==> src/rtl/smb_seq_pkg.sv <==
package smb_seq_pkg;
    localparam int NPH = 10;
    localparam int PW  = 4;

    // ordered phases; a command walks the enabled ones upward
    typedef enum logic [PW-1:0] {
        PH_ADDR = 4'd0, PH_CMD = 4'd1, PH_LEN = 4'd2, PH_W0 = 4'd3, PH_W1 = 4'd4,
        PH_BW   = 4'd5, PH_R0  = 4'd6, PH_R1  = 4'd7, PH_BR = 4'd8, PH_STOP = 4'd9
    } phase_e;

    typedef enum logic [1:0] {
        OP_START = 2'd0, OP_WRITE = 2'd1, OP_READ = 2'd2, OP_STOP = 2'd3
    } op_e;

    localparam logic [3:0] P_QUICK = 4'h0;
    localparam logic [3:0] P_BYTE  = 4'h1;
    localparam logic [3:0] P_BDATA = 4'h2;
    localparam logic [3:0] P_WORD  = 4'h3;
    localparam logic [3:0] P_XCALL = 4'h4;
    localparam logic [3:0] P_SBLK  = 4'h5;
    localparam logic [3:0] P_XBLK  = 4'h6;
    localparam logic [3:0] P_CALL  = 4'hC;
    localparam logic [3:0] P_IBLK  = 4'hD;
    localparam logic [3:0] P_UNIV  = 4'hF;
endpackage

==> src/rtl/smb_plan_dec.sv <==
module smb_plan_dec
    import smb_seq_pkg::*;
(
    input  logic [3:0]     proto,
    input  logic           rd,
    input  logic           ext_en,
    input  logic [7:0]     d0,
    input  logic [7:0]     d1,
    input  logic [7:0]     buf0,
    output logic           legal,
    output logic [NPH-1:0] mask,
    output logic [7:0]     wlen,
    output logic [7:0]     rlen
);
    always_comb begin
        mask  = '0;
        legal = 1'b1;
        wlen  = d0;
        rlen  = '0;
        mask[PH_ADDR] = 1'b1;
        mask[PH_STOP] = 1'b1;
        case (proto)
            P_QUICK: ;
            P_BYTE: begin
                mask[PH_R0] = rd;
                mask[PH_W0] = !rd;
            end
            P_BDATA: begin
                mask[PH_CMD] = 1'b1;
                mask[PH_R0]  = rd;
                mask[PH_W0]  = !rd;
            end
            P_WORD: begin
                mask[PH_CMD] = 1'b1;
                mask[PH_R0]  = rd;
                mask[PH_R1]  = rd;
                mask[PH_W0]  = !rd;
                mask[PH_W1]  = !rd;
            end
            P_XCALL, P_CALL: begin
                legal        = (proto == P_CALL) || ext_en;
                mask[PH_CMD] = (proto == P_XCALL) && !rd;
                mask[PH_W0]  = !rd;
                mask[PH_W1]  = !rd;
                mask[PH_R0]  = 1'b1;
                mask[PH_R1]  = 1'b1;
            end
            P_SBLK: begin
                mask[PH_CMD] = 1'b1;
                mask[PH_LEN] = 1'b1;
                mask[PH_BR]  = rd;
                mask[PH_BW]  = !rd && (d0 != 8'd0);
            end
            P_IBLK: begin
                rlen         = d0;
                mask[PH_CMD] = 1'b1;
                mask[PH_BR]  = rd && (d0 != 8'd0);
                mask[PH_BW]  = !rd && (d0 != 8'd0);
            end
            P_XBLK: begin
                legal        = ext_en;
                rlen         = buf0;
                mask[PH_CMD] = 1'b1;
                mask[PH_W0]  = !rd;
                mask[PH_W1]  = !rd;
                mask[PH_BR]  = (buf0 != 8'd0);
            end
            P_UNIV: begin
                rlen        = d1;
                mask[PH_BW] = (d0 != 8'd0);
                mask[PH_BR] = (d1 != 8'd0);
            end
            default: legal = 1'b0;
        endcase
        if (!legal) mask = '0;
    end
endmodule

==> src/rtl/smb_phase_pick.sv <==
module smb_phase_pick #(
    parameter int N  = 10,
    parameter int PW = 4
) (
    input  logic [N-1:0]  mask,
    input  logic [PW-1:0] cur,
    output logic [PW-1:0] nxt,
    output logic          found
);
    // lowest enabled phase strictly above the current one
    always_comb begin
        nxt   = '0;
        found = 1'b0;
        for (int i = N - 1; i >= 0; i--) begin
            if ((i > int'(cur)) && mask[i]) begin
                nxt   = PW'(i);
                found = 1'b1;
            end
        end
    end
endmodule

==> src/rtl/smb_cmd_seq.sv <==
module smb_cmd_seq
    import smb_seq_pkg::*;
#(
    parameter int BUF_AW = 5,
    parameter int CNT_W  = 10
) (
    input  logic              clk,
    input  logic              rst_n,
    input  logic              start,
    input  logic [3:0]        proto,
    input  logic              rd,
    input  logic              ext_en,
    input  logic [6:0]        dev_addr,
    input  logic [7:0]        cmd_byte,
    input  logic [7:0]        data0_in,
    input  logic [7:0]        data1_in,
    output logic              op_go,
    output logic [1:0]        op_kind,
    output logic [7:0]        op_byte,
    input  logic              op_done,
    input  logic              op_ack,
    input  logic [7:0]        op_rdata,
    output logic [BUF_AW-1:0] buf_addr,
    output logic [7:0]        buf_wdata,
    output logic              buf_we,
    input  logic [7:0]        buf_rdata,
    output logic              busy,
    output logic              res_valid,
    output logic              res_err,
    output logic [CNT_W-1:0]  res_cnt,
    output logic [7:0]        res_data0,
    output logic [7:0]        res_data1
);
    localparam int LEN_W = 8;

    typedef struct packed {
        logic             active;
        phase_e           ph;
        logic [NPH-1:0]   mask;
        logic             go;
        logic [LEN_W-1:0] idx;
        logic [LEN_W-1:0] rem;
        logic [LEN_W-1:0] wlen;
        logic [LEN_W-1:0] rlen;
        logic [CNT_W-1:0] cnt;
        logic [7:0]       d0;
        logic [7:0]       d1;
        logic             rvalid;
        logic             err;
        logic             rd;
        logic [7:0]       cmd;
        logic [6:0]       addr;
    } seq_t;

    seq_t s_q, s_d;

    logic             dec_legal;
    logic [NPH-1:0]   dec_mask;
    logic [LEN_W-1:0] dec_wlen, dec_rlen;
    logic [NPH-1:0]   mask_nx;
    logic [PW-1:0]    pick_nxt;
    logic             pick_found;

    smb_plan_dec u_dec (
        .proto  (proto),
        .rd     (rd),
        .ext_en (ext_en),
        .d0     (data0_in),
        .d1     (data1_in),
        .buf0   (buf_rdata),
        .legal  (dec_legal),
        .mask   (dec_mask),
        .wlen   (dec_wlen),
        .rlen   (dec_rlen)
    );

    // a zero length byte received on a block read drops the data phase
    always_comb begin
        mask_nx = s_q.mask;
        if (s_q.active && (s_q.ph == PH_LEN) && s_q.rd && op_done && (op_rdata == 8'd0))
            mask_nx[PH_BR] = 1'b0;
    end

    smb_phase_pick #(.N(NPH), .PW(PW)) u_pick (
        .mask  (mask_nx),
        .cur   (s_q.ph),
        .nxt   (pick_nxt),
        .found (pick_found)
    );

    always_comb begin
        logic adv;
        s_d        = s_q;
        s_d.go     = 1'b0;
        s_d.rvalid = 1'b0;
        s_d.mask   = mask_nx;
        adv        = 1'b0;
        if (!s_q.active) begin
            if (start) begin
                s_d.cnt  = '0;
                s_d.err  = 1'b0;
                s_d.idx  = '0;
                s_d.d0   = data0_in;
                s_d.d1   = data1_in;
                s_d.rd   = rd;
                s_d.cmd  = cmd_byte;
                s_d.addr = dev_addr;
                s_d.wlen = dec_wlen;
                s_d.rlen = dec_rlen;
                s_d.mask = dec_mask;
                s_d.ph   = PH_ADDR;
                if (dec_legal) begin
                    s_d.active = 1'b1;
                    s_d.go     = 1'b1;
                end else begin
                    s_d.rvalid = 1'b1;
                    s_d.err    = 1'b1;
                end
            end
        end else if (op_done) begin
            case (s_q.ph)
                PH_ADDR: begin
                    s_d.cnt = CNT_W'(1);
                    if (op_ack) adv = 1'b1;
                    else begin
                        s_d.active = 1'b0;
                        s_d.rvalid = 1'b1;
                        s_d.err    = 1'b1;
                    end
                end
                PH_CMD, PH_W0, PH_W1: begin
                    s_d.cnt = s_q.cnt + 1'b1;
                    adv     = 1'b1;
                end
                PH_LEN: begin
                    s_d.cnt = s_q.cnt + 1'b1;
                    if (s_q.rd) begin
                        s_d.d0   = op_rdata;
                        s_d.rlen = op_rdata;
                    end
                    adv = 1'b1;
                end
                PH_R0: begin
                    s_d.cnt = s_q.cnt + 1'b1;
                    s_d.d0  = op_rdata;
                    adv     = 1'b1;
                end
                PH_R1: begin
                    s_d.cnt = s_q.cnt + 1'b1;
                    s_d.d1  = op_rdata;
                    adv     = 1'b1;
                end
                PH_BW: begin
                    if (op_ack) begin
                        s_d.cnt = s_q.cnt + 1'b1;
                        s_d.idx = s_q.idx + 1'b1;
                        s_d.rem = s_q.rem - 1'b1;
                    end
                    if (!op_ack || (s_q.rem == LEN_W'(1))) adv = 1'b1;
                    else s_d.go = 1'b1;
                end
                PH_BR: begin
                    s_d.cnt = s_q.cnt + 1'b1;
                    s_d.idx = s_q.idx + 1'b1;
                    s_d.rem = s_q.rem - 1'b1;
                    if (s_q.rem == LEN_W'(1)) adv = 1'b1;
                    else s_d.go = 1'b1;
                end
                default: begin
                    s_d.active = 1'b0;
                    s_d.rvalid = 1'b1;
                end
            endcase
            if (adv) begin
                if (pick_found) begin
                    s_d.ph = phase_e'(pick_nxt);
                    s_d.go = 1'b1;
                    if (s_d.ph == PH_BW) begin
                        s_d.rem = s_q.wlen;
                        s_d.idx = '0;
                    end
                    if (s_d.ph == PH_BR) begin
                        s_d.rem = s_d.rlen;
                        s_d.idx = '0;
                    end
                end else begin
                    s_d.active = 1'b0;
                    s_d.rvalid = 1'b1;
                end
            end
        end
    end

    always_ff @(posedge clk) begin
        if (!rst_n) begin
            s_q <= '0;
        end else begin
            s_q <= s_d;
        end
    end

    always_comb begin
        case (s_q.ph)
            PH_ADDR:             op_kind = OP_START;
            PH_STOP:             op_kind = OP_STOP;
            PH_R0, PH_R1, PH_BR: op_kind = OP_READ;
            PH_LEN:              op_kind = s_q.rd ? OP_READ : OP_WRITE;
            default:             op_kind = OP_WRITE;
        endcase
        case (s_q.ph)
            PH_ADDR:        op_byte = {s_q.addr, s_q.rd};
            PH_CMD:         op_byte = s_q.cmd;
            PH_LEN, PH_W0:  op_byte = s_q.d0;
            PH_W1:          op_byte = s_q.d1;
            PH_BW:          op_byte = buf_rdata;
            default:        op_byte = 8'h00;
        endcase
    end

    assign op_go     = s_q.go;
    assign buf_addr  = s_q.active ? s_q.idx[BUF_AW-1:0] : '0;
    assign buf_wdata = op_rdata;
    assign buf_we    = s_q.active && (s_q.ph == PH_BR) && op_done;
    assign busy      = s_q.active;
    assign res_valid = s_q.rvalid;
    assign res_err   = s_q.err;
    assign res_cnt   = s_q.cnt;
    assign res_data0 = s_q.d0;
    assign res_data1 = s_q.d1;
endmodule

==> config.mk <==
export PLATFORM = sky130hd
export DESIGN_NAME = smb_cmd_seq
export DESIGN_NICKNAME = d
export VERILOG_FILES = /design/src/rtl/smb_seq_pkg.sv /design/src/rtl/smb_plan_dec.sv /design/src/rtl/smb_phase_pick.sv /design/src/rtl/smb_cmd_seq.sv
export SDC_FILE = /design/constraint.sdc
export NUM_CORES = 1
export LEC_CHECK = 0
export ABC_AREA = 1
export BUFFER_PORTS_ARGS = -buffer_cell sky130_fd_sc_hd__buf_2
export CORE_MARGIN = 5
export CORE_UTILIZATION = 60
export DETAILED_ROUTE_END_ITERATION = 7
export PLACE_DENSITY = 0.95
export SLEW_MARGIN = 40
export SYNTH_ARGS = -nofsm -noshare
export SYNTH_HDL_FRONTEND = slang
export SYNTH_SLANG_ARGS = --single-unit
==> constraint.sdc <==
create_clock -name clk -period 5.1 [get_ports clk]
set_clock_uncertainty 0.2 [all_clocks]
set_input_delay 0.51 -clock clk [delete_from_list [all_inputs] [get_ports clk]]
set_output_delay 0.51 -clock clk [all_outputs]
set_load 0.02 [all_outputs]
# [Word level (Yosys, flattened, before mapping)]
# Cells that the tools add are included.
[totals] reg_bits=92 in_bits=58 output_inout_bits=54 elab_cells=185
[op_classes] addsub=3 magnitude_cmp=9 n_eq_ne=31 n_mux=75 bitwise_logic=1 n_reduce_logical=49
[op_table] cell="$mux W36" count=2
[op_table] cell="$mux W52" count=1
[op_table] cell="$mux W17" count=3
[op_table] cell="$mux W16" count=3
[op_table] cell="$mux W4" count=10
[op_table] cell="$pmux W8 S5" count=1
[op_table] cell="$pmux W17 S2" count=1
[op_table] cell="$eq A4 B3 Y1 const B" count=8
[op_table] cell="$mux W8" count=4
[op_table] cell="$pmux W10 S3" count=1
[op_table] cell="$mux W1" count=25
[op_table] cell="$eq A4 B4 Y1 const B" count=6
[op_table] cell="$mux W24" count=1
[op_table] cell="$pmux W8 S3" count=1
[op_table] cell="$reduce_bool A8 Y1" count=3
[op_table] cell="$mux W10" count=2
[op_table] cell="$mux W5" count=4
[op_table] cell="$logic_and A1 B1 Y1" count=18
[op_table] cell="$mux W9" count=2
[op_table] cell="$eq A4 B2 Y1 const B" count=4
[op_table] cell="$gt A3 B4 Y1 const A" count=4
[op_table] cell="$pmux W8 S2" count=1
[op_table] cell="$reduce_and A4 Y1" count=4
[op_table] cell="$reduce_or A7 Y1" count=2
[op_table] cell="other kinds (32)" count=57

# [Depth between registers and ports, before layout]
# Gate-level depths: netlist of the first run.
[logic_depth] depth_word=22 ltp_mapped=21 mapped_depth_nobuf=20

# [Cells and area by module]
# Synthesis of the first run repeated with hierarchy kept, for this count alone.
[unflattened] hier_cells=923 hier_area_um2=5913.2
[by_module_without_submodules] mod="smb_cmd_seq" instances=1 cells_each=766 area_per_inst_um2=5084.9 seq_area_each_um2=1781.7
[by_module_without_submodules] mod="smb_plan_dec" instances=1 cells_each=120 area_per_inst_um2=630.6 seq_area_each_um2=0.0
[by_module_without_submodules] mod="smb_phase_pick" instances=1 cells_each=37 area_per_inst_um2=197.7 seq_area_each_um2=0.0

# [Worst setup path after synthesis of the first run]
# OpenSTA, ideal clock, no wires.
[synth_path] kind="reg-to-reg" from="reg s_q, in the netlist busy" to="reg s_q[66] (netlist bit)" t_arrival_ns=2.050 t_required_ns=4.768 slack_ns=2.717 stages_incl_launch_ff=22 path_buffers=2 synth_period_minus_slack_ns=2.383 cell_sequence="dfxtp_1 > buf_2 > nand2_2 > inv_2 > nand3_1 > nor2_1 > nand2_2 > nand3_2 > nand2_1 > nand2_1 > nand2_1 > nand2_1 > nand2_2 > nand2_4 > nand2_4 > nand3_2 > nand2_2 > nand2_4 > buf_6 > nand2_1 > nand3_1 > a21oi_1"
[synth_between] elab_chain_len=19 word_cells_on_any_way=29
[synth_lines] item="start: declaration" line="smb_cmd_seq.sv:55" rtl="seq_t s_q, s_d;"
[synth_lines] item="start signal: assignment" line="smb_cmd_seq.sv:196" rtl="s_q <= '0;"
[synth_lines] item="start signal: assignment" line="smb_cmd_seq.sv:198" rtl="s_q <= s_d;"
[synth_lines] item="$logic_and A1 B1 Y1 (4 in series)" line="smb_cmd_seq.sv:80" rtl="if (s_q.active && (s_q.ph == PH_LEN) && s_q.rd && op_done && (op_rdata == 8'd0))"
[synth_lines] item="$mux W1" line="smb_cmd_seq.sv:80"
[synth_lines] item="$logic_and A1 B1 Y1" line="smb_phase_pick.sv:15" rtl="if ((i > int'(cur)) && mask[i]) begin"
[synth_lines] item="$mux W4 (8 in series)" line="smb_phase_pick.sv:15"
[synth_lines] item="$eq A4 B3 Y1" line="smb_cmd_seq.sv:178" rtl="if (s_d.ph == PH_BW) begin"
[synth_lines] item="$mux W16" line="smb_cmd_seq.sv:178"
[synth_lines] item="$mux W16" line="smb_cmd_seq.sv:182" rtl="if (s_d.ph == PH_BR) begin"
[synth_lines] item="$mux W17" line="smb_cmd_seq.sv:175" rtl="if (pick_found) begin"
[synth_lines] item="$mux W17" line="smb_cmd_seq.sv:174" rtl="if (adv) begin"
# Parallel ways exist; a longest one is shown, timed or not.
# A chain may end at the register's enable or synchronous reset.

# [Worst setup path in the final report of the first run]
# Ends and elaborated chain as after synthesis.

==> results of run 1 <==
logic make-up after synthesis:
kind of cell	after synthesis	share of synthesized area, %
buffers and inverters	160	13.9
and+or+nand+nor	378	31.6
DFF	88	32.9
adders and majority gates	4	0.933
xor gates and xnor gates	6	0.980
muxes	2	0.373
AOI/OAI and AO/OA	175	19.3
how the worst max path moves through the flow:
stage | to | slack, ps | startpoint | cells past startpoint
global route | s_q[70]$_SDFFE_PN0P_ | 1410 | busy$_SDFF_PN0_ | 18
global placement | s_q[64]$_SDFFE_PN0P_ | 1910 | busy$_SDFF_PN0_ | 19
detailed placement | s_q[65]$_SDFFE_PN0P_ | 1760 | busy$_SDFF_PN0_ | 19
CTS | s_q[71]$_SDFFE_PN0P_ | 1720 | busy$_SDFF_PN0_ | 18
floorplan | s_q[66]$_SDFFE_PN0P_ | 2720 | busy$_SDFF_PN0_ | 21
finish | s_q[66]$_SDFFE_PN0P_ | 1610 | busy$_SDFF_PN0_ | 19
registers in the layout, indices dropped and copies added (netlist names):
register   flops
res_valid      1
op_go          1
res_err        1
res_cnt       10
busy           1
s_q           50
mask_nx        8
res_data1      8
res_data0      8
per-stage QoR:
step,setup WS (ps),area (um^2),total power (uW)
after floorplan,2720,5360,948
after global placement,1910,5710,1020
after detailed placement,1760,5710,1030
after CTS,1720,5910,1520
after global routing,1410,5910,1590
final,1610,5910,1530
where the power goes:
part / internal [uW] / total [uW] / switching (uW) / leakage [uW]
logic: 86.0 / 280 / 194 / 0.00190
clock network: 231 / 510 / 279 / 0.0000966
registers: 719 / 742 / 23.2 / 0.000719
total: 1040 / 1530 / 496 / 0.00272
cells in the mapped netlist (2+ instances only):
cell type  instances  area share (%)
nand2_4            3            0.63
nor3b_1            5            0.70
nand2_1          178              12
nand3_1           41             3.8
a31oi_1            8            0.93
o221ai_1           8             1.3
nand4_1           24             2.8
o211ai_1           7            0.98
nor2_1            89             6.2
nand2_2            8            0.93
nor3_1             9            0.84
buf_2              9            0.84
a21oi_1           63             5.9
nand3_2            4            0.75
dfxtp_1           88              33
clkbuf_1          17             1.2
xor2_1             5            0.82
nor2_4             4            0.84
inv_2             10            0.70
o21ai_0           57             5.3
o21ai_1            2            0.19
mux2i_1            2            0.37
buf_4             34             4.8
ha_1               4            0.93
o21a_1             4            0.56
a221oi_1           6            0.98
buf_1              2            0.14
inv_1             86             6.0
a211oi_1           2            0.28
a221o_1            2            0.37
nor4_1             4            0.47
a22oi_1            8             1.1
nor2_2             6            0.70
critical path: cells and delay by family (launching register included):
family          cells  cell delay [ps]
simple gates       17             1900
buf+inv             1              610
flops               1              580
compound gates      1               70
cell usage in the layout, fill, tap and decap left out, types with 9 or more instances in the layout:
| master | n |
|---|---|
| inv_2 | 10 |
| clkbuf_8 | 9 |
| inv_1 | 86 |
| nor2_1 | 88 |
| nor3_1 | 9 |
| nand2_1 | 178 |
| a21oi_1 | 63 |
| nand3_1 | 41 |
| dfxtp_1 | 88 |
| nand4_1 | 24 |
| o21ai_0 | 57 |
| buf_2 | 111 |
per-layer routing:
| metal | track usage [%] | wire length (um) | vias to the layer above |
|---|---|---|---|
| met5 | 0 | 0 | - |
| met4 | 9.62 | 513 | 0 |
| met3 | 9.43 | 2180 | 61 |
| met2 | 47.2 | 7610 | 408 |
| met1 | 37.5 | 6210 | 2683 |
| li1 | - | - | 2795 |
area by class of cell:
cell class / instances / area [um^2] / area share [%]
tap: 108 / 135 / 2.28
clock inverter: 7 / 76.3 / 1.29
multi-input combinational: 565 / 2860 / 48.4
inverter: 97 / 364 / 6.16
clock buffer: 9 / 124 / 2.09
timing repair buffer: 116 / 593 / 10.0
sequential: 88 / 1760 / 29.8
==> impl_metrics.csv, run 1 <==
group,metric,value,unit
status,status,"complete, no violations",
worst_setup_path,regToRegEndpoint,"s_q[66]$_SDFFE_PN0P_",
floorplanning,die_w,105,um
global_route,grt_max_degree,39,
logic_synthesis,synthArstFlopShare,0,%
floorplanning,pin_count,112,
worst_hold_path,whs_path_depth,3,
timing,rsz0062_at_grt,"false",
placement,dp_cells,974,
worst_setup_path,critPathMaxFanout,34,
route,drtIter0Drc,743,
worst_setup_path,cp_cell_sequence,"nand2_2 -> inv_2 -> nand3_1 -> nor2_1 -> nand2_2 -> nand3_2 -> nand2_1 -> nand2_1 -> nand2_1 -> nand2_1 -> nand2_2 -> nand2_4 -> nand2_4 -> nand3_2 -> nand2_2 -> nand2_4 -> nand2_1 -> nand3_1 -> a21oi_1",
logic_synthesis,ys_ff_latch,88,
worst_setup_path,critPathMaxStageDelay,610,ps
placement,io_buffers,111,
logic_synthesis,synth_cells,813,
clocking,clk_pin_slew,100,ps
worst_setup_path,r2r_slack,1610,ps
power,p_leak,0.00272,uW
timing,hold_ws,153,ps
worst_setup_path,end_kind,"flip-flop",
clocking,insertion_delay,370,ps
clocking,cts_tree,"done",
route,post_drt_wl_per_cell,16.7,um
logic_synthesis,synth_edf_count,0,
timing,setup_viol,0,
placement,post-dp-hpwl,12.0,mm
timing,worst_pin_slew,773,ps
cells_and_area,final_nets,939,
run,cap_violations,0,
worst_setup_path,r2r_start,"busy$_SDFF_PN0_",
worst_hold_path,hold_path_class,"input pin to flip-flop",
cells_and_area,final_core_util,67.8,%
route,route.final.wire_length,16.5,mm
worst_setup_path,crit_type,"flip-flop to flip-flop",
clocking,cts_buffers,9,
timing,min_period_over_period,68.4,%
cells_and_area,fillers,753,
timing,setup-tns-final,0,ps
route,ant_nets,0,
route,post-route-drc-count,0,
logic_synthesis,synthFlopType,"dfxtp_1",
worst_setup_path,cp_slowest_cell,"inv_2",
logic_synthesis,yosysSeqAreaShare,32.9,%
worst_setup_path,cp_data_arrival_time,3540,ps
global_route,grtUsageTotal,29.4,%
floorplanning,start_util,61.5,%
worst_hold_path,holdPathEnd,"s_q[7]$_SDFFE_PN0P_",
worst_setup_path,crit_top_cell,"nand2_1",
cells_and_area,n_antenna_cell,0,
clocking,root_buffer,"clkbuf_8",
clocking,cts-htree-levels,3,
cells_and_area,area_growth,10.3,%
timing,slew_viol_final,0,
floorplanning,die_area,10900,um^2
logic_synthesis,synth_fp_nets,875,
worst_hold_path,worstHoldStart,"cmd_byte[0]",
clocking,clock-sinks,88,
timing,relSlewSlack,48.1,%
timing,hold_viol_final,0,
logic_synthesis,avgSynthCellArea,6.60,um^2
power,peakVddDrop,0.159,mV
worst_setup_path,start_kind,"flip-flop",
global_route,first_global_vias,5466,
timing,post-route-min-period,3490,ps
route,firstDrtPassIters,6,
global_route,grt_first_pass_wirelength,26.7,mm
global_route,grt_overflow,0,
timing,fmax,286,MHz
cells_and_area,fin_cells,990,
route,vias,5947,
floorplanning,fp.coreArea,8720,um^2
cells_and_area,drive_gt1_share,19.5,%
global_route,antenna_found_initial,0,
power,p_per_area,259,nW/um^2
logic_synthesis,synthDistinctLibCells,47,
clocking,cts_hold_buf,0,
logic_synthesis,yosys_warnings,0,
clocking,post-cts-setup-buffers,0,
route,viasPerCell,6.01,
floorplanning,rows,34,
floorplanning,die_h,105,um
placement,gp_congestion,1.05,
clocking,cts_max_path_buffers,2,
worst_setup_path,worstPathRequired,5150,ps
worst_setup_path,reg2reg_depth,19,
logic_synthesis,syn_area,5360,um^2
clocking,cts-resized-gates,0,
No activity file was read; power rests on OpenSTA's default activity.
==> run 2: changes to the inputs <==
--- a/config.mk
+++ b/config.mk
@@ -8,9 +8,9 @@
 export ABC_AREA = 1
 export BUFFER_PORTS_ARGS = -buffer_cell sky130_fd_sc_hd__buf_2
 export CORE_MARGIN = 5
-export CORE_UTILIZATION = 60
+export CORE_UTILIZATION = 50
 export DETAILED_ROUTE_END_ITERATION = 7
-export PLACE_DENSITY = 0.95
+export PLACE_DENSITY = 0.89
 export SLEW_MARGIN = 40
 export SYNTH_ARGS = -nofsm -noshare
 export SYNTH_HDL_FRONTEND = slang
==> constraint.sdc (replaced) <==
create_clock -name clk -period 2.89 [get_ports clk]
set_clock_uncertainty 0.2 [all_clocks]
set_input_delay 0.289 -clock clk [delete_from_list [all_inputs] [get_ports clk]]
set_output_delay 0.289 -clock clk [all_outputs]
set_load 0.02 [all_outputs]
==> run 2 against run 1 <==
  * Non-clock buffer count is 30 higher
  * Worst hold slack worse by 140 ps
  * Power is 80% higher
  * Final cell count grew 5.9%
  * Combinational power up 89%
  * Utilization decreased by 8.0 points
  * Clock power up 81%
  * Routed wire length up 4.0%
  * Register-to-register slack worse by 1300 ps
  * Sequential power increased by 77%
  * Critical path type is now flip-flop to output pin
  * Critical endpoint is now op_byte[1]
==> impl_metrics.csv, run 2 (same netlist as run 1, synthesis figures left out) <==
group,metric,value,unit
power,p_leak,0.00286,uW
cells_and_area,layout_common_cells,"178 x nand2_1, 111 x buf_2, 88 x nor2_1, 88 x dfxtp_1, 86 x inv_1",
worst_setup_path,regToRegEndpoint,"res_cnt[8]$_SDFFE_PN0P_",
worst_setup_path,end_kind,"output pin",
global_route,antenna_found_initial,0,
timing,slew_viol_final,0,
worst_setup_path,critPathMaxFanout,5,
timing,worst_slack,102,ps
clocking,cts_tree,"done",
clocking,clk_pin_slew,90,ps
timing,min_period_over_period,96.5,%
worst_setup_path,worstPathRequired,2400,ps
worst_setup_path,r2r_start,"s_q[89]$_SDFFE_PN0P_",
worst_setup_path,critPathMaxStageDelay,460,ps
worst_setup_path,cpLargestDelayFamily,"simple AND/OR/NAND/NOR gates",
route,ant_nets,0,
clocking,clock-sinks,88,
worst_setup_path,cp_slowest_cell,"dfxtp_1",
worst_setup_path,crit_type,"flip-flop to output pin",
global_route,grt_max_degree,38,
power,comb_power_share,19.1,%
worst_setup_path,cp_cell_sequence,"inv_2 -> nor2_4 -> nand2_2 -> nor2_1 -> nand2_1 -> nand3_1 -> a221o_1 -> buf_2",
worst_setup_path,crit_start,"s_q[89]$_SDFFE_PN0P_",
placement,io_buffers,111,
cells_and_area,top_register,"s_q",
clocking,post-cts-setup-buffers,0,
placement,gp_congestion,0.987,
route,viasPerCell,5.62,
cells_and_area,multi_input_area,2860,um^2
floorplanning,die_w,114,um
clocking,cts_buffers,9,
timing,worst_pin_slew,611,ps
cells_and_area,fillers,1002,
power,peakVddDrop,0.321,mV
global_route,grtUsageTotal,26.8,%
worst_hold_path,hold_path_class,"input pin to flip-flop",
floorplanning,pin_count,112,
cells_and_area,mostFrequentLayoutCell,"nand2_1",
cells_and_area,largest_reg_flops,50,
floorplanning,die_h,114,um
clocking,cts-htree-levels,3,
worst_setup_path,cp_data_arrival_time,2300,ps
worst_setup_path,start_kind,"flip-flop",
timing,setup-tns-final,0,ps
timing,setup_viol,0,
timing,post-route-min-period,2790,ps
route,firstDrtPassIters,6,
timing,fmax,359,MHz
floorplanning,rows,37,
power,p_sw_share,31.4,%
floorplanning,start_util,51.5,%
power,power_frac_clock,33.4,%
worst_setup_path,r2r_slack,300,ps
status,status,"complete, no violations",
global_route,first_global_vias,5667,
cells_and_area,seq_area,1760,um^2
clocking,insertion_delay,380,ps
placement,dp_slack,359,ps
run,cap_violations,0,
worst_setup_path,cp.depth,8,
clocking,root_buffer,"clkbuf_8",
clocking,cts_max_path_buffers,2,
worst_setup_path,crit_buf_inv,2,
worst_setup_path,cp-endpoint,"op_byte[1]",
floorplanning,die_area,12900,um^2
route,post_drt_wl_per_cell,16.4,um
worst_setup_path,reg2reg_depth,12,
route,drtIter0Drc,748,
global_route,grt_overflow,0,
power,switchingPower,866,uW
power,p_per_area,444,nW/um^2
timing,hold_viol_final,0,
route,route.final.wire_length,17.2,mm
placement,post-dp-hpwl,12.5,mm
timing,rsz0062_at_grt,"false",
clocking,cts-resized-gates,0,
cells_and_area,final_nets,969,
worst_hold_path,whs_path_depth,3,
power,p_seq_share,47.4,%
cells_and_area,n_antenna_cell,0,
power,p_int,1900,uW
floorplanning,fp.coreArea,10400,um^2
cells_and_area,area_growth,16.1,%
global_route,grt_first_pass_wirelength,27.9,mm
route,post-route-drc-count,0,
cells_and_area,drive_gt1_share,20.5,%
timing,relSlewSlack,59.3,%
route,vias,5894,
[run 2: changes by cell type in the layout (fill, tap and decap cells not counted), sizes merged]
cell / before / now
buf: 116 / 131
inv: 99 / 98
dlygate4sd3: 0 / 15
clkinv: 2 / 1
clkbuf: 9 / 11
[run 2: power groups by stage]
stage               sequential [uW]  clock, uW  combinational (uW)
finish                         1310        924                 528
CTS                            1310        940                 514
global placement               1330          0                 491
floorplan                      1330          0                 346
global route                   1320        990                 575
detailed placement             1330          0                 496
[run 2: final cells by class]
type	count	area share (%)
Tap cell	136	2.73
Clock buffer	11	2.43
Timing Repair Buffer	146	13.7
Clock inverter	5	1.00
Sequential cell	88	28.3
Inverter	97	5.85
Multi-Input combinational cell	565	45.9
[run 2: worst min-delay path by stage]
stage / startpoint / endpoint / slack, ps
3_3_place_gp: s_q[55]$_SDFFE_PN0P_ / s_q[55]$_SDFFE_PN0P_ / 250
5_1_grt: data0_in[0] / s_q[52]$_SDFFE_PN0P_ / 10
2_1_floorplan: dev_addr[0] / s_q[0]$_SDFFE_PN0P_ / 220
6_report: data1_in[4] / res_data1[4]$_SDFFE_PN0P_ / 20
4_1_cts: data1_in[6] / res_data1[6]$_SDFFE_PN0P_ / 5
3_5_place_dp: s_q[57]$_SDFFE_PN0P_ / s_q[57]$_SDFFE_PN0P_ / 250
[run 2: worst register-to-register path, delay by kind of cell (launching register included)]
kind                   cells  cell delay, ps
AOI/OAI and AO/OA          2             260
DFF                        1             460
buffers and inverters      3             330
and+or+nand+nor            7            1280
[run 2: metal layers]
layer  wire length (um)  vias to the layer above  global-route usage [%]
met5                  0                        -                       0
met4                552                        0                    10.2
met3               1660                       60                    8.17
met2               7800                      300                    42.2
met1               7170                     2676                    34.5
li1                   -                     2858                       -
[run 2: stage by stage]
step / total power [uW] / utilization (%) / hold WS, ps / cells / area, um^2
6_report: 2760 / 59.8 / 17.2 / 1048 / 6230
5_1_grt: 2880 / 59.8 / 13.0 / 1048 / 6230
4_1_cts: 2760 / 59.8 / 5.07 / 1048 / 6230
3_3_place_gp: 1820 / 56.2 / 249 / 1017 / 5860
3_5_place_dp: 1830 / 56.3 / 253 / 1017 / 5860
2_1_floorplan: 1670 / - / 224 / 813 / 5360
[run 2: repair_timing]
action | in CTS | in global routing
endpoints found under the setup margin | 0 | 0
endpoints found under the hold margin | 15 | 0
hold buffers | 15 | 0
==> run 3: changes to the inputs <==
--- a/config.mk
+++ b/config.mk
@@ -10,7 +10,8 @@
 export CORE_MARGIN = 5
 export CORE_UTILIZATION = 50
 export DETAILED_ROUTE_END_ITERATION = 7
-export PLACE_DENSITY = 0.89
+export PLACE_DENSITY_LB_ADDON = 0.1
+export SETUP_SLACK_MARGIN = 0.15
 export SLEW_MARGIN = 40
 export SYNTH_ARGS = -nofsm -noshare
 export SYNTH_HDL_FRONTEND = slang
==> run 3 against run 2 <==
  * Non-clock buffer count rose by 1
  * Global-route usage is 0.19 points lower
  * Combinational power about the same
  * Critical path type unchanged
  * Via count hardly changed
  * Sequential power barely moved
  * Die area stayed put
  * Utilization is 0.41 points higher
  * Setup slack improved by 170 ps
  * Register-to-register slack gained 80 ps
  * Critical path depth up 1
  * Clock power grew 5.4%
==> impl_metrics.csv, run 3 (same netlist as run 1, synthesis figures left out) <==
group,metric,value,unit
worst_setup_path,critPathMaxStageDelay,390,ps
clocking,insertion_delay,370,ps
cells_and_area,final_nets,970,
placement,io_buffers,111,
worst_hold_path,hold_path_class,"input pin to flip-flop",
worst_setup_path,crit_type,"flip-flop to output pin",
placement,post-dp-hpwl,13.1,mm
clocking,clock-sinks,88,
timing,fmax,383,MHz
timing,hold_viol_final,0,
worst_setup_path,cp_slowest_cell,"dfxtp_2",
clocking,cts-htree-levels,3,
route,firstDrtPassIters,5,
route,ant_nets,0,
cells_and_area,mostFrequentLayoutCell,"nand2_1",
route,post-route-drc-count,0,
timing,setup_viol,0,
global_route,grtUsageTotal,26.6,%
status,status,"complete, no violations",
route,viasPerCell,5.62,
timing,slew_viol_final,0,
global_route,grt_first_pass_wirelength,27.6,mm
floorplanning,die_area,12900,um^2
clocking,cts_max_path_buffers,2,
cells_and_area,n_antenna_cell,0,
floorplanning,die_w,114,um
worst_setup_path,cpLargestDelayFamily,"simple AND/OR/NAND/NOR gates",
cells_and_area,fillers,1046,
global_route,antenna_found_initial,0,
worst_setup_path,crit_buf_inv,3,
floorplanning,start_util,51.5,%
floorplanning,rows,37,
clocking,clk_pin_slew,90,ps
worst_setup_path,cp_data_arrival_time,2120,ps
worst_setup_path,critPathMaxFanout,7,
route,route.final.wire_length,17.5,mm
floorplanning,pin_count,112,
global_route,grt_overflow,0,
timing,worst_slack,277,ps
timing,min_period_over_period,90.4,%
power,p_per_area,448,nW/um^2
cells_and_area,largest_reg_flops,50,
clocking,cts_tree,"done",
cells_and_area,drive_gt1_share,21.4,%
clocking,cts_buffers,9,
timing,setup-tns-final,0,ps
route,drtIter0Drc,561,
cells_and_area,area_growth,16.9,%
cells_and_area,top_register,"s_q",
timing,post-route-min-period,2610,ps
placement,dp_slack,141,ps
worst_setup_path,worstPathRequired,2400,ps
cells_and_area,final_core_util,60.2,%
route,post_drt_wl_per_cell,16.7,um
run,cap_violations,0,
timing,relSlewSlack,52.1,%
global_route,grt_max_degree,39,
clocking,root_buffer,"clkbuf_8",
worst_setup_path,cp_cell_sequence,"nor2_4 -> inv_2 -> nor2_2 -> inv_2 -> nor2_2 -> nand2_1 -> nand3_1 -> a221o_1 -> buf_2",
power,peakVddDrop,0.255,mV
timing,rsz0062_at_grt,"false",
worst_setup_path,start_kind,"flip-flop",
floorplanning,die_h,114,um
placement,gp_congestion,0.958,
floorplanning,fp.coreArea,10400,um^2
timing,worst_pin_slew,716,ps
worst_setup_path,end_kind,"output pin",
power,p_leak,0.00288,uW
cells_and_area,layout_common_cells,"177 x nand2_1, 111 x buf_2, 87 x nor2_1",
route,vias,5896,
global_route,first_global_vias,5527,
## run 3: changes by cell type in the layout (fill, tap and decap cells not counted), moves of 2 or more
cell	before	now
clkbuf_8	11	13
clkinv_4	0	2
clkinvlp_4	2	0
dfxtp_1	88	84
dfxtp_2	0	4
inv_6	2	0
## run 3: worst reg2reg max path: stages (launching register included)
cell and delay [ps]:
dfxtp_2 410, inv_2 70, nor2_4 130, nand2_2 100
nor2_4 140, inv_2 110, nand3_2 90, nand2_1 80
nor2_2 120, nand2_2 90, a21oi_4 250, nand3_2 130
nand2_2 100, nand2_4 120, nand2_1 100, nand3_1 60
a21oi_1 150
## run 3: stage by stage
stage / instances / instance area [um^2] / hold WS (ps) / power [uW]
2_1_floorplan: 813 / 5360 / 224 / 1670
3_3_place_gp: 1016 / 5850 / 252 / 1820
3_5_place_dp: 1016 / 5860 / 254 / 1830
4_1_cts: 1047 / 6240 / 9.44 / 2800
5_1_grt: 1049 / 6270 / 33.2 / 2910
6_report: 1049 / 6270 / 19.8 / 2810
## run 3: metal layers
metal  vias to the layer above  wire, um  global-route usage (%)
met5                         -         0                       0
met4                         0       634                    12.6
met3                        45      1420                    4.03
met2                       288      7960                    42.2
met1                      2711      7460                    35.5
li1                       2852         -                       -
## run 3: final timing paths
| kind | depth (start not counted) | endpoint | startpoint | slack [ps] |
|---|---|---|---|---|
| worst max register to register | 16 | s_q[61]$_SDFFE_PN0P_ | s_q[89]$_SDFFE_PN0P_ | 380 |
| worst min-delay path | 3 | s_q[54]$_SDFFE_PN0P_ | data0_in[2] | 20 |
| worst max-delay path | 9 | op_byte[1] | s_q[90]$_SDFFE_PN0P_ | 280 |
| worst min register to register | 2 | s_q[52]$_SDFFE_PN0P_ | s_q[52]$_SDFFE_PN0P_ | 270 |
## run 3: what timing repair did
action	4_1_cts	5_1_grt
hold buffers	15	0
pin swaps	0	1
buffers inserted	0	2
endpoints found under the setup margin	1	24
resized for setup	1	7
endpoints found under the hold margin	15	0
## run 3: final cells by class
class                      instances  area, um^2  area share, %
inverter                          97         364           5.81
multi-input combinational        565        2880           45.9
timing repair buffer             147         863           13.8
clock buffer                      13         179           2.85
sequential                        88        1770           28.2
tap                              136         170           2.71
clock inverter                     3        47.5          0.758
## run 3: power by group
| group | leakage (uW) | switching (uW) | internal [uW] |
|---|---|---|---|
| combinational | 0.00205 | 353 | 176 |
| clock | 0.000116 | 475 | 498 |
| sequential | 0.000721 | 39.9 | 1270 |
| total | 0.00288 | 868 | 1940 |
